===== src/rtl/nvs_pkg.sv =====
package nvs_pkg;

    typedef enum logic [2:0] {
        ST_IDLE,
        ST_DELAY,
        ST_STORE,
        ST_RECALL,
        ST_INHIBIT
    } nvs_state_e;

    // pending requests, highest priority first
    typedef struct packed {
        logic pwr_rc;
        logic hw_st;
        logic sw_rc;
        logic sw_st;
    } nvs_pend_t;

    // acknowledges from the sequencer back to the request tracker
    typedef struct packed {
        logic pwr_rc;
        logic hw_st;
        logic sw_rc;
        logic sw_st;
        logic store_done;
    } nvs_ack_t;

    function automatic int unsigned nvs_max3(input int unsigned a,
                                             input int unsigned b,
                                             input int unsigned c);
        int unsigned m;
        m = (a > b) ? a : b;
        return (m > c) ? m : c;
    endfunction

    function automatic logic nvs_is_timed(input nvs_state_e s);
        return (s == ST_DELAY) || (s == ST_STORE) || (s == ST_RECALL);
    endfunction

endpackage


===== src/rtl/nvs_sync.sv =====
module nvs_sync #(
    parameter int   STAGES  = 2,
    parameter logic RST_VAL = 1'b1
) (
    input  logic clk,
    input  logic rst,
    input  logic d,
    output logic q
);
    logic [STAGES-1:0] chain;

    generate
        for (genvar i = 0; i < STAGES; i++) begin : g_stage
            if (i == 0) begin : g_first
                always_ff @(posedge clk) begin
                    if (rst) chain[0] <= RST_VAL;
                    else     chain[0] <= d;
                end
            end else begin : g_next
                always_ff @(posedge clk) begin
                    if (rst) chain[i] <= RST_VAL;
                    else     chain[i] <= chain[i-1];
                end
            end
        end
    endgenerate

    assign q = chain[STAGES-1];
endmodule


===== src/rtl/nvs_req_track.sv =====
module nvs_req_track
    import nvs_pkg::*;
(
    input  logic      clk,
    input  logic      rst,
    input  logic      vlow_s,
    input  logic      hs_req_n,
    input  logic      sw_store,
    input  logic      sw_recall,
    input  logic      wr_ok,
    input  nvs_ack_t  ack,
    output nvs_pend_t pend,
    output logic      dirty
);
    always_ff @(posedge clk) begin
        if (rst) begin
            pend.pwr_rc <= 1'b1;   // reset counts as power-up
            pend.hw_st  <= 1'b0;
            pend.sw_rc  <= 1'b0;
            pend.sw_st  <= 1'b0;
            dirty       <= 1'b0;
        end else begin
            // supply loss arms a recall and drops external requests
            if (vlow_s)          pend.pwr_rc <= 1'b1;
            else if (ack.pwr_rc) pend.pwr_rc <= 1'b0;

            if (vlow_s)          pend.hw_st <= 1'b0;
            else if (!hs_req_n)  pend.hw_st <= 1'b1;
            else if (ack.hw_st)  pend.hw_st <= 1'b0;

            if (vlow_s)          pend.sw_rc <= 1'b0;
            else if (sw_recall)  pend.sw_rc <= 1'b1;
            else if (ack.sw_rc)  pend.sw_rc <= 1'b0;

            if (vlow_s)          pend.sw_st <= 1'b0;
            else if (sw_store)   pend.sw_st <= 1'b1;
            else if (ack.sw_st)  pend.sw_st <= 1'b0;

            if (wr_ok)               dirty <= 1'b1;
            else if (ack.store_done) dirty <= 1'b0;
        end
    end
endmodule


===== src/rtl/nvs_phase_timer.sv =====
module nvs_phase_timer #(
    parameter int CNT_W = 8
) (
    input  logic             clk,
    input  logic             rst,
    input  logic             restart,
    input  logic [CNT_W-1:0] limit,
    output logic             first,
    output logic             done
);
    logic [CNT_W-1:0] cnt;

    always_ff @(posedge clk) begin
        if (rst || restart) cnt <= '0;
        else                cnt <= cnt + 1'b1;
    end

    assign first = (cnt == '0);
    assign done  = (cnt == limit - 1'b1);
endmodule


===== src/rtl/nvs_seq_fsm.sv =====
module nvs_seq_fsm
    import nvs_pkg::*;
(
    input  logic       clk,
    input  logic       rst,
    input  logic       vlow_s,
    input  logic       autostore_en,
    input  nvs_pend_t  pend,
    input  logic       dirty,
    input  logic       t_done,
    output nvs_state_e state,
    output nvs_state_e nxt,
    output nvs_ack_t   ack
);
    always_ff @(posedge clk) begin
        if (rst) state <= ST_IDLE;
        else     state <= nxt;
    end

    always_comb begin
        nxt = state;
        ack = '0;
        unique case (state)
            ST_IDLE: begin
                if (vlow_s) begin
                    nxt = (autostore_en && dirty) ? ST_STORE : ST_INHIBIT;
                end else if (pend.pwr_rc) begin
                    nxt        = ST_RECALL;
                    ack.pwr_rc = 1'b1;
                end else if (pend.hw_st) begin
                    ack.hw_st = 1'b1;
                    if (dirty) nxt = ST_DELAY;
                end else if (pend.sw_rc) begin
                    nxt       = ST_RECALL;
                    ack.sw_rc = 1'b1;
                end else if (pend.sw_st) begin
                    nxt       = ST_STORE;
                    ack.sw_st = 1'b1;
                end
            end
            ST_DELAY: begin
                if (t_done) nxt = ST_STORE;
            end
            ST_STORE: begin
                if (t_done) begin
                    ack.store_done = 1'b1;
                    nxt = vlow_s ? ST_INHIBIT : ST_IDLE;
                end
            end
            ST_RECALL: begin
                if (t_done) nxt = ST_IDLE;
            end
            ST_INHIBIT: begin
                if (!vlow_s) begin
                    nxt        = ST_RECALL;
                    ack.pwr_rc = 1'b1;
                end
            end
            default: nxt = ST_IDLE;
        endcase
    end
endmodule


===== src/rtl/nvs_pwr_ctrl.sv =====
module nvs_pwr_ctrl
    import nvs_pkg::*;
#(
    parameter int STORE_CYC  = 1250000,
    parameter int RECALL_CYC = 2000000,
    parameter int DELAY_CYC  = 7000,
    parameter int SYNC_STG   = 2
) (
    input  logic clk,
    input  logic rst,
    input  logic vlow_async,
    input  logic hs_req_n,
    input  logic sram_wr,
    input  logic sw_store,
    input  logic sw_recall,
    input  logic autostore_en,
    output logic store_start,
    output logic store_busy,
    output logic recall_start,
    output logic recall_busy,
    output logic wr_inhibit,
    output logic sram_en,
    output logic hs_busy_n
);
    localparam int unsigned MAX_CYC = nvs_max3(STORE_CYC, RECALL_CYC, DELAY_CYC);
    localparam int CNT_W = $clog2(MAX_CYC + 1);

    logic             vlow_s;
    nvs_pend_t        pend;
    nvs_ack_t         ack;
    logic             dirty;
    nvs_state_e       state, nxt;
    logic             t_first, t_done, t_restart;
    logic [CNT_W-1:0] t_limit;

    nvs_sync #(.STAGES(SYNC_STG), .RST_VAL(1'b1)) u_sync (
        .clk (clk),
        .rst (rst),
        .d   (vlow_async),
        .q   (vlow_s)
    );

    nvs_req_track u_req (
        .clk       (clk),
        .rst       (rst),
        .vlow_s    (vlow_s),
        .hs_req_n  (hs_req_n),
        .sw_store  (sw_store),
        .sw_recall (sw_recall),
        .wr_ok     (sram_wr && sram_en),
        .ack       (ack),
        .pend      (pend),
        .dirty     (dirty)
    );

    nvs_seq_fsm u_fsm (
        .clk          (clk),
        .rst          (rst),
        .vlow_s       (vlow_s),
        .autostore_en (autostore_en),
        .pend         (pend),
        .dirty        (dirty),
        .t_done       (t_done),
        .state        (state),
        .nxt          (nxt),
        .ack          (ack)
    );

    always_comb begin
        unique case (state)
            ST_DELAY:  t_limit = CNT_W'(DELAY_CYC);
            ST_STORE:  t_limit = CNT_W'(STORE_CYC);
            ST_RECALL: t_limit = CNT_W'(RECALL_CYC);
            default:   t_limit = CNT_W'(1);
        endcase
    end

    assign t_restart = (nxt != state) || !nvs_is_timed(state);

    nvs_phase_timer #(.CNT_W(CNT_W)) u_tmr (
        .clk     (clk),
        .rst     (rst),
        .restart (t_restart),
        .limit   (t_limit),
        .first   (t_first),
        .done    (t_done)
    );

    assign store_busy   = (state == ST_STORE);
    assign recall_busy  = (state == ST_RECALL);
    assign store_start  = store_busy && t_first;
    assign recall_start = recall_busy && t_first;
    assign hs_busy_n    = !(store_busy || recall_busy);
    assign wr_inhibit   = vlow_s;
    assign sram_en      = ((state == ST_IDLE) || (state == ST_DELAY)) && !vlow_s;
endmodule


===== config.mk =====
export PLATFORM = sky130hd
export DESIGN_NAME = nvs_pwr_ctrl
export DESIGN_NICKNAME = d
export VERILOG_FILES = /design/src/rtl/nvs_pkg.sv /design/src/rtl/nvs_sync.sv /design/src/rtl/nvs_req_track.sv /design/src/rtl/nvs_phase_timer.sv /design/src/rtl/nvs_seq_fsm.sv /design/src/rtl/nvs_pwr_ctrl.sv
export SDC_FILE = /design/constraint.sdc
export NUM_CORES = 1
export LEC_CHECK = 0
export CAP_MARGIN = 20
export CELL_PAD_IN_SITES_DETAIL_PLACEMENT = 0
export CELL_PAD_IN_SITES_GLOBAL_PLACEMENT = 2
export CORE_AREA = 2 2 73 75
export CTS_BUF_LIST = sky130_fd_sc_hd__clkbuf_16
export DETAILED_ROUTE_END_ITERATION = 10
export DIE_AREA = 0 0 75 77
export MAX_ROUTING_LAYER = met4
export PLACE_DENSITY_LB_ADDON = 0.15
export SETUP_SLACK_MARGIN = 0.3
export SLEW_MARGIN = 20
export SYNTH_ARGS = -nofsm -noshare
export SYNTH_HDL_FRONTEND = slang
export SYNTH_SLANG_ARGS = --single-unit

===== constraint.sdc =====
create_clock -name clk -period 2.1 [get_ports clk]
set_clock_uncertainty 0.15 [all_clocks]
set_input_delay 0.42 -clock clk [delete_from_list [all_inputs] [get_ports clk]]
set_output_delay 0.42 -clock clk [all_outputs]
set_load 0.03 [all_outputs]

# == Yosys cells after proc, flatten, opt, wreduce, memory -nomap -nowiden ==
# Index checks and enable logic that the tools add are counted.
# totals
out_inout_bits,7
register_bits,31
word_cells,73
in_bits,8
# op_classes
add_sub_neg,2
n_eq_ne,7
muxes,35
n_reduce_logical,20
# op_table
operator,n
one-hot mux 21 bit (3 select lines),1
two-way mux 3 bit,14
"adder 21 x 1 -> 21 bit, second input constant",1
equality test 21 bit,1
zero test 21 bit,1
"subtractor 21 x 1 -> 21 bit, second input constant",1
two-way mux 1 bit,16
one-hot mux 3 bit (5 select lines),1
"equality test 3 x 2 -> 1 bit, second input constant",2
logical OR 1 bit,6
nonzero test 2 bit,3
logical AND 1 bit,5
two-way mux 4 bit,1
"equality test 3 x 1 -> 1 bit, second input constant",1
"equality test 3 bit, second input constant",1
zero test 1 bit,3
zero test 3 bit,1
!= test 3 bit,1
two-way mux 2 bit,1
"!= test 2 x 1 -> 1 bit, second input constant",1
one-hot mux 1 bit (2 select lines),1
OR reduction 2 bit,1

# == Logic depth before layout (Yosys ltp) ==
# depth
ltp_word,9
depth_mapped,8
mapped_depth_nobuf,7

# == Hierarchy ==
# From an unflattened synthesis, not the netlist that was laid out.
# hier_totals
cells_unflattened,313
area_unflattened_um2,2528.7
# by_module_without_submodules
module,n_inst,seq_area_each_um2,cells_per_inst,area_each_um2
nvs_phase_timer,1,420.4,221,1727.9
nvs_seq_fsm,1,60.1,48,372.9
nvs_pwr_ctrl,1,0.0,23,200.2
nvs_req_track,1,100.1,17,175.2
nvs_sync,1,40.0,4,52.6

# == Worst setup path after synthesis ==
# Ideal clock, no wire load.
# synth_path
kind,reg2out
startpoint,register u_tmr.cnt[0]
endpoint,output store_start
arrival_ps,1750
n_path_buf,0
path_stages_with_launch,6
t_required_ps,1530
path_slack_ps,-220
cell_sequence,dfxtp_1 > inv_1 > ha_1 > nor4b_1 > nand3_1 > nor4_1
# synth_between
elab_chain_cells,2
# synth_rtl
element,line_no,rtl
start: declaration,nvs_phase_timer.sv:11,logic [CNT_W-1:0] cnt;
start signal: assignment,nvs_phase_timer.sv:15,else cnt <= cnt + 1'b1;
zero test 21 bit,nvs_phase_timer.sv:18,assign first = (cnt == '0);
logical AND 1 bit,nvs_pwr_ctrl.sv:91,assign store_start = store_busy && t_first;
end: declaration,nvs_pwr_ctrl.sv:17,"output logic store_start,"
# No other way between the ends.

# == Worst setup path after layout ==
# layout_path
startpoint,register u_fsm.state[1]
endpoint,register u_fsm.state[1]
# layout_between
elab_chain_cells,6
elab_cells_between_ends,19
classes_between,add/sub (1); eq/ne (5); mux (12); reduce/logical (1)
# layout_rtl
element,line_no,rtl
start: declaration,nvs_seq_fsm.sv:11,"output nvs_state_e state,"
start signal: assignment,nvs_seq_fsm.sv:17,else state <= nxt;
equality test 3 x 2 -> 1 bit (tied with other cells),"nvs_seq_fsm.sv:23, nvs_pwr_ctrl.sv:70",
one-hot mux 21 bit (3 select lines) / two-way mux 3 bit (equally long branches),"nvs_pwr_ctrl.sv:70, nvs_seq_fsm.sv:33",
subtractor 21 x 1 -> 21 bit / two-way mux 3 bit (equally long branches),"nvs_phase_timer.sv:19, nvs_seq_fsm.sv:30",
equality test 21 bit / two-way mux 3 bit (equally long branches),"nvs_phase_timer.sv:19, nvs_seq_fsm.sv:27",
"two-way mux 3 bit, on equally long branches",-,
one-hot mux 3 bit (5 select lines) (*),nvs_seq_fsm.sv:23,unique case (state)
# Every way passes the cells marked *; elsewhere a longest branch is shown, timed or not.
# A chain may end at the register's enable or synchronous reset.

==> flow_summary_export.csv <==
group,metric,value,unit
synthesis,yosys.area.top_type,"dfxtp_1",
place,routabilityCongestion,0.860,
worst_setup_path,cp-start-kind,"flip-flop",
worst_setup_path,crit_required,2.14,ns
synthesis,synth_cell_types,48,
synthesis,yosysTopAreaCellShare,37.6,%
sta,worst_slew_pin_slew,0.303,ns
route,ant_nets,0,
sta,fin_setup_tns,0,ns
cts,cts_buffers,5,
grt,first_global_vias,1472,
floorplanning,fp.dieW,75,um
pwr,leakage,0.851,nW
pwr,powerDensity,625,nW/um2
route,drc,0,
cts,cts.sinks,31,
floorplanning,die_area,5780,um2
grt,grt_pass1_wl,7.32,mm
floorplanning,rows,26,
sta,whs,0.263,ns
floorplanning,start_util,33.1,%
synthesis,netlist_area,1650,um2
synthesis,ys_seq_area_share,37.6,%
cts,ctsRootBufferMaster,"clkbuf_16",
pwr,ir_drop,0.000270,V
synthesis,synth.ff_latch_count,31,
route,via_count,1527,
worst_setup_path,cp.arrival,2.09,ns
final_layout,nets,247,
grt,antenna_found_initial,0,
worst_hold_path,hold_class,"reg2reg",
route,firstDrtPassIters,4,
place,io_buffers,14,
synthesis,yosys.cell_count.top_type,"nor2_1",
synthesis,synth_area_per_cell,8.08,um2
sta,timing.final.crit_share,97.5,%
synthesis,ys_warn_count,0,
synthesis,synth-edff-count,0,
cts,clock_latency,0.27,ns
flow_run,drv_cap,0,
place,dp_hpwl,3.23,mm
route,routed_wl,4.37,mm
floorplanning,boundaryPins,15,
sta,fmax,0.489,GHz
synthesis,netlist_top_cells_count,"nor2_1, dfxtp_1, xor2_1",
sta,rsz0062_at_grt,"yes",
cts,cts_hold_buf,0,
synthesis,syn-num-nets,214,
route,wire_per_inst,14.3,um
sta,final_max_slew_viol_count,0,
final_layout,drive_gt1_share,39.0,%
cts,cts_tree,"built",
route,drtIter0Drc,119,
worst_setup_path,cp-end-kind,"flip-flop",
synthesis,yosys-top-cells-area,"dfxtp_1, nor2_1, xor2_1",
grt,track_usage,17.1,%
final_layout,antenna_cells,0,
cts,clock_path_buffers,2,
sta,maxSlewHeadroom,79.7,%
cts,htree_levels,2,
sta,setup_violations,0,
floorplanning,die_h,77,um
worst_setup_path,worstSetupPathType,"reg2reg",
sta,layout_min_cycle_time,2.05,ns
floorplanning,coreArea,4980,um2
cts,clk_pin_slew,0.05,ns
synthesis,synth-async-reset-ratio,0,%
sta,finalHoldViolations,0,
synthesis,synth_ff_type,"dfxtp_1",
final_layout,area_delta_synth_final,44.0,%
outcome,outcome,"completed",
worst_setup_path,critPathMaxFanout,8,
synthesis,syn_inst,204,
grt,grt_overflow_total,0,
grt,grt_max_degree,13,
final_layout,n_fill_cell,489,
route,vias_per_cell,4.99,
## power by group
| group | internal (mW) | switching, mW | total (mW) |
|---|---|---|---|
| registers | 0.601 | 0.0138 | 0.615 |
| logic | 0.110 | 0.108 | 0.219 |
| clock network | 0.419 | 0.232 | 0.651 |
| total | 1.13 | 0.354 | 1.49 |
## routing by layer
metal | up-vias | share of wire, % | GRT usage (%)
met2 | 20 | 49 | 25.4
met3 | 6 | 2.5 | 3.02
met4 | 0 | 1.6 | 6.96
met5 | - | 0 | -
met1 | 719 | 47 | 22.7
li1 | 782 | - | -
## cell type report
type,instances,area (um2),area share [%]
clock inverter,1,3.75,0.158
clock buffer,5,125,5.27
inverter,6,25.0,1.05
tap,70,87.6,3.69
sequential,31,643,27.1
multi-input combinational,158,1180,49.7
timing repair buffer,35,310,13.1
## critical path, stage by stage, from the launching register on
cell and delay (ns):
dfxtp_4 0.39, or3b_4 0.39, a21oi_2 0.12, a22o_1 0.13, nand4_1 0.11, or4_1 0.52
a31oi_1 0.16
## cells by family (layout without fill, tap and decap cells)
kind of cell | Yosys count | in the layout | share of synthesized area [%]
AOI/OAI and AO/OA | 28 | 28 | 10.9
xor gates and xnor gates | 19 | 19 | 10.1
adders and majority gates | 2 | 2 | 1.52
buffers and inverters | 15 | 47 | 4.02
DFF | 31 | 31 | 37.6
muxes | 1 | 1 | 0.607
and+or+nand+nor | 108 | 108 | 35.2
## layout by cell type (no fill, tap or decap), types with 4 or more instances in the layout
master            n
a21oi_1           5
and3_1            4
buf_4            20
buf_6             5
clkbuf_16         5
clkdlybuf4s50_1   7
dfxtp_1          17
dfxtp_2          12
nand2_1          12
nand3_1           9
nand4_1           6
nor2_1           18
nor2_2            8
nor2_4           10
nor3_1            7
o21ai_0           5
o21ai_1           4
xnor2_1           6
xor2_1           13
## final timing paths
check | cells past startpoint | endpoint | startpoint | slack, ns
min | 1 | u_sync.q$_SDFF_PP1_ | u_sync.chain[0]$_SDFF_PP1_ | 0.26
max | 6 | u_fsm.state[1]$_SDFF_PP0_ | u_fsm.state[1]$_SDFF_PP0_ | 0.05
min reg2reg | 1 | u_sync.q$_SDFF_PP1_ | u_sync.chain[0]$_SDFF_PP1_ | 0.26
max reg2reg | 6 | u_fsm.state[1]$_SDFF_PP0_ | u_fsm.state[1]$_SDFF_PP0_ | 0.05
## timing repair
item	in CTS	in global routing
setup endpoints to repair	30	31
hold endpoints to repair	0	0
pin swaps	20	19
resized for setup	39	43
setup buffers	4	1
gates cloned	0	1
## per-stage QoR
stage | instances | area (um2) | setup WS, ns | total power [mW] | utilization (%)
after floorplan | 204 | 1680 | 0.203 | 0.725 | -
after global placement | 294 | 1960 | 0.108 | 0.782 | 39.3
after detailed placement | 294 | 1960 | 0.0580 | 0.783 | 39.3
after CTS | 304 | 2230 | 0.0370 | 1.46 | 44.8
after global routing | 306 | 2370 | -0.0429 | 1.55 | 47.7
final | 306 | 2370 | 0.0533 | 1.49 | 47.7
## state kept, by name (all words and copies together) (netlist names)
signal        flops
u_sync.chain      1
u_req.dirty       1
u_sync.q          1
u_req.pend        4
u_fsm.state       3
u_tmr.cnt        21
Power figures use the tool's default switching activity.
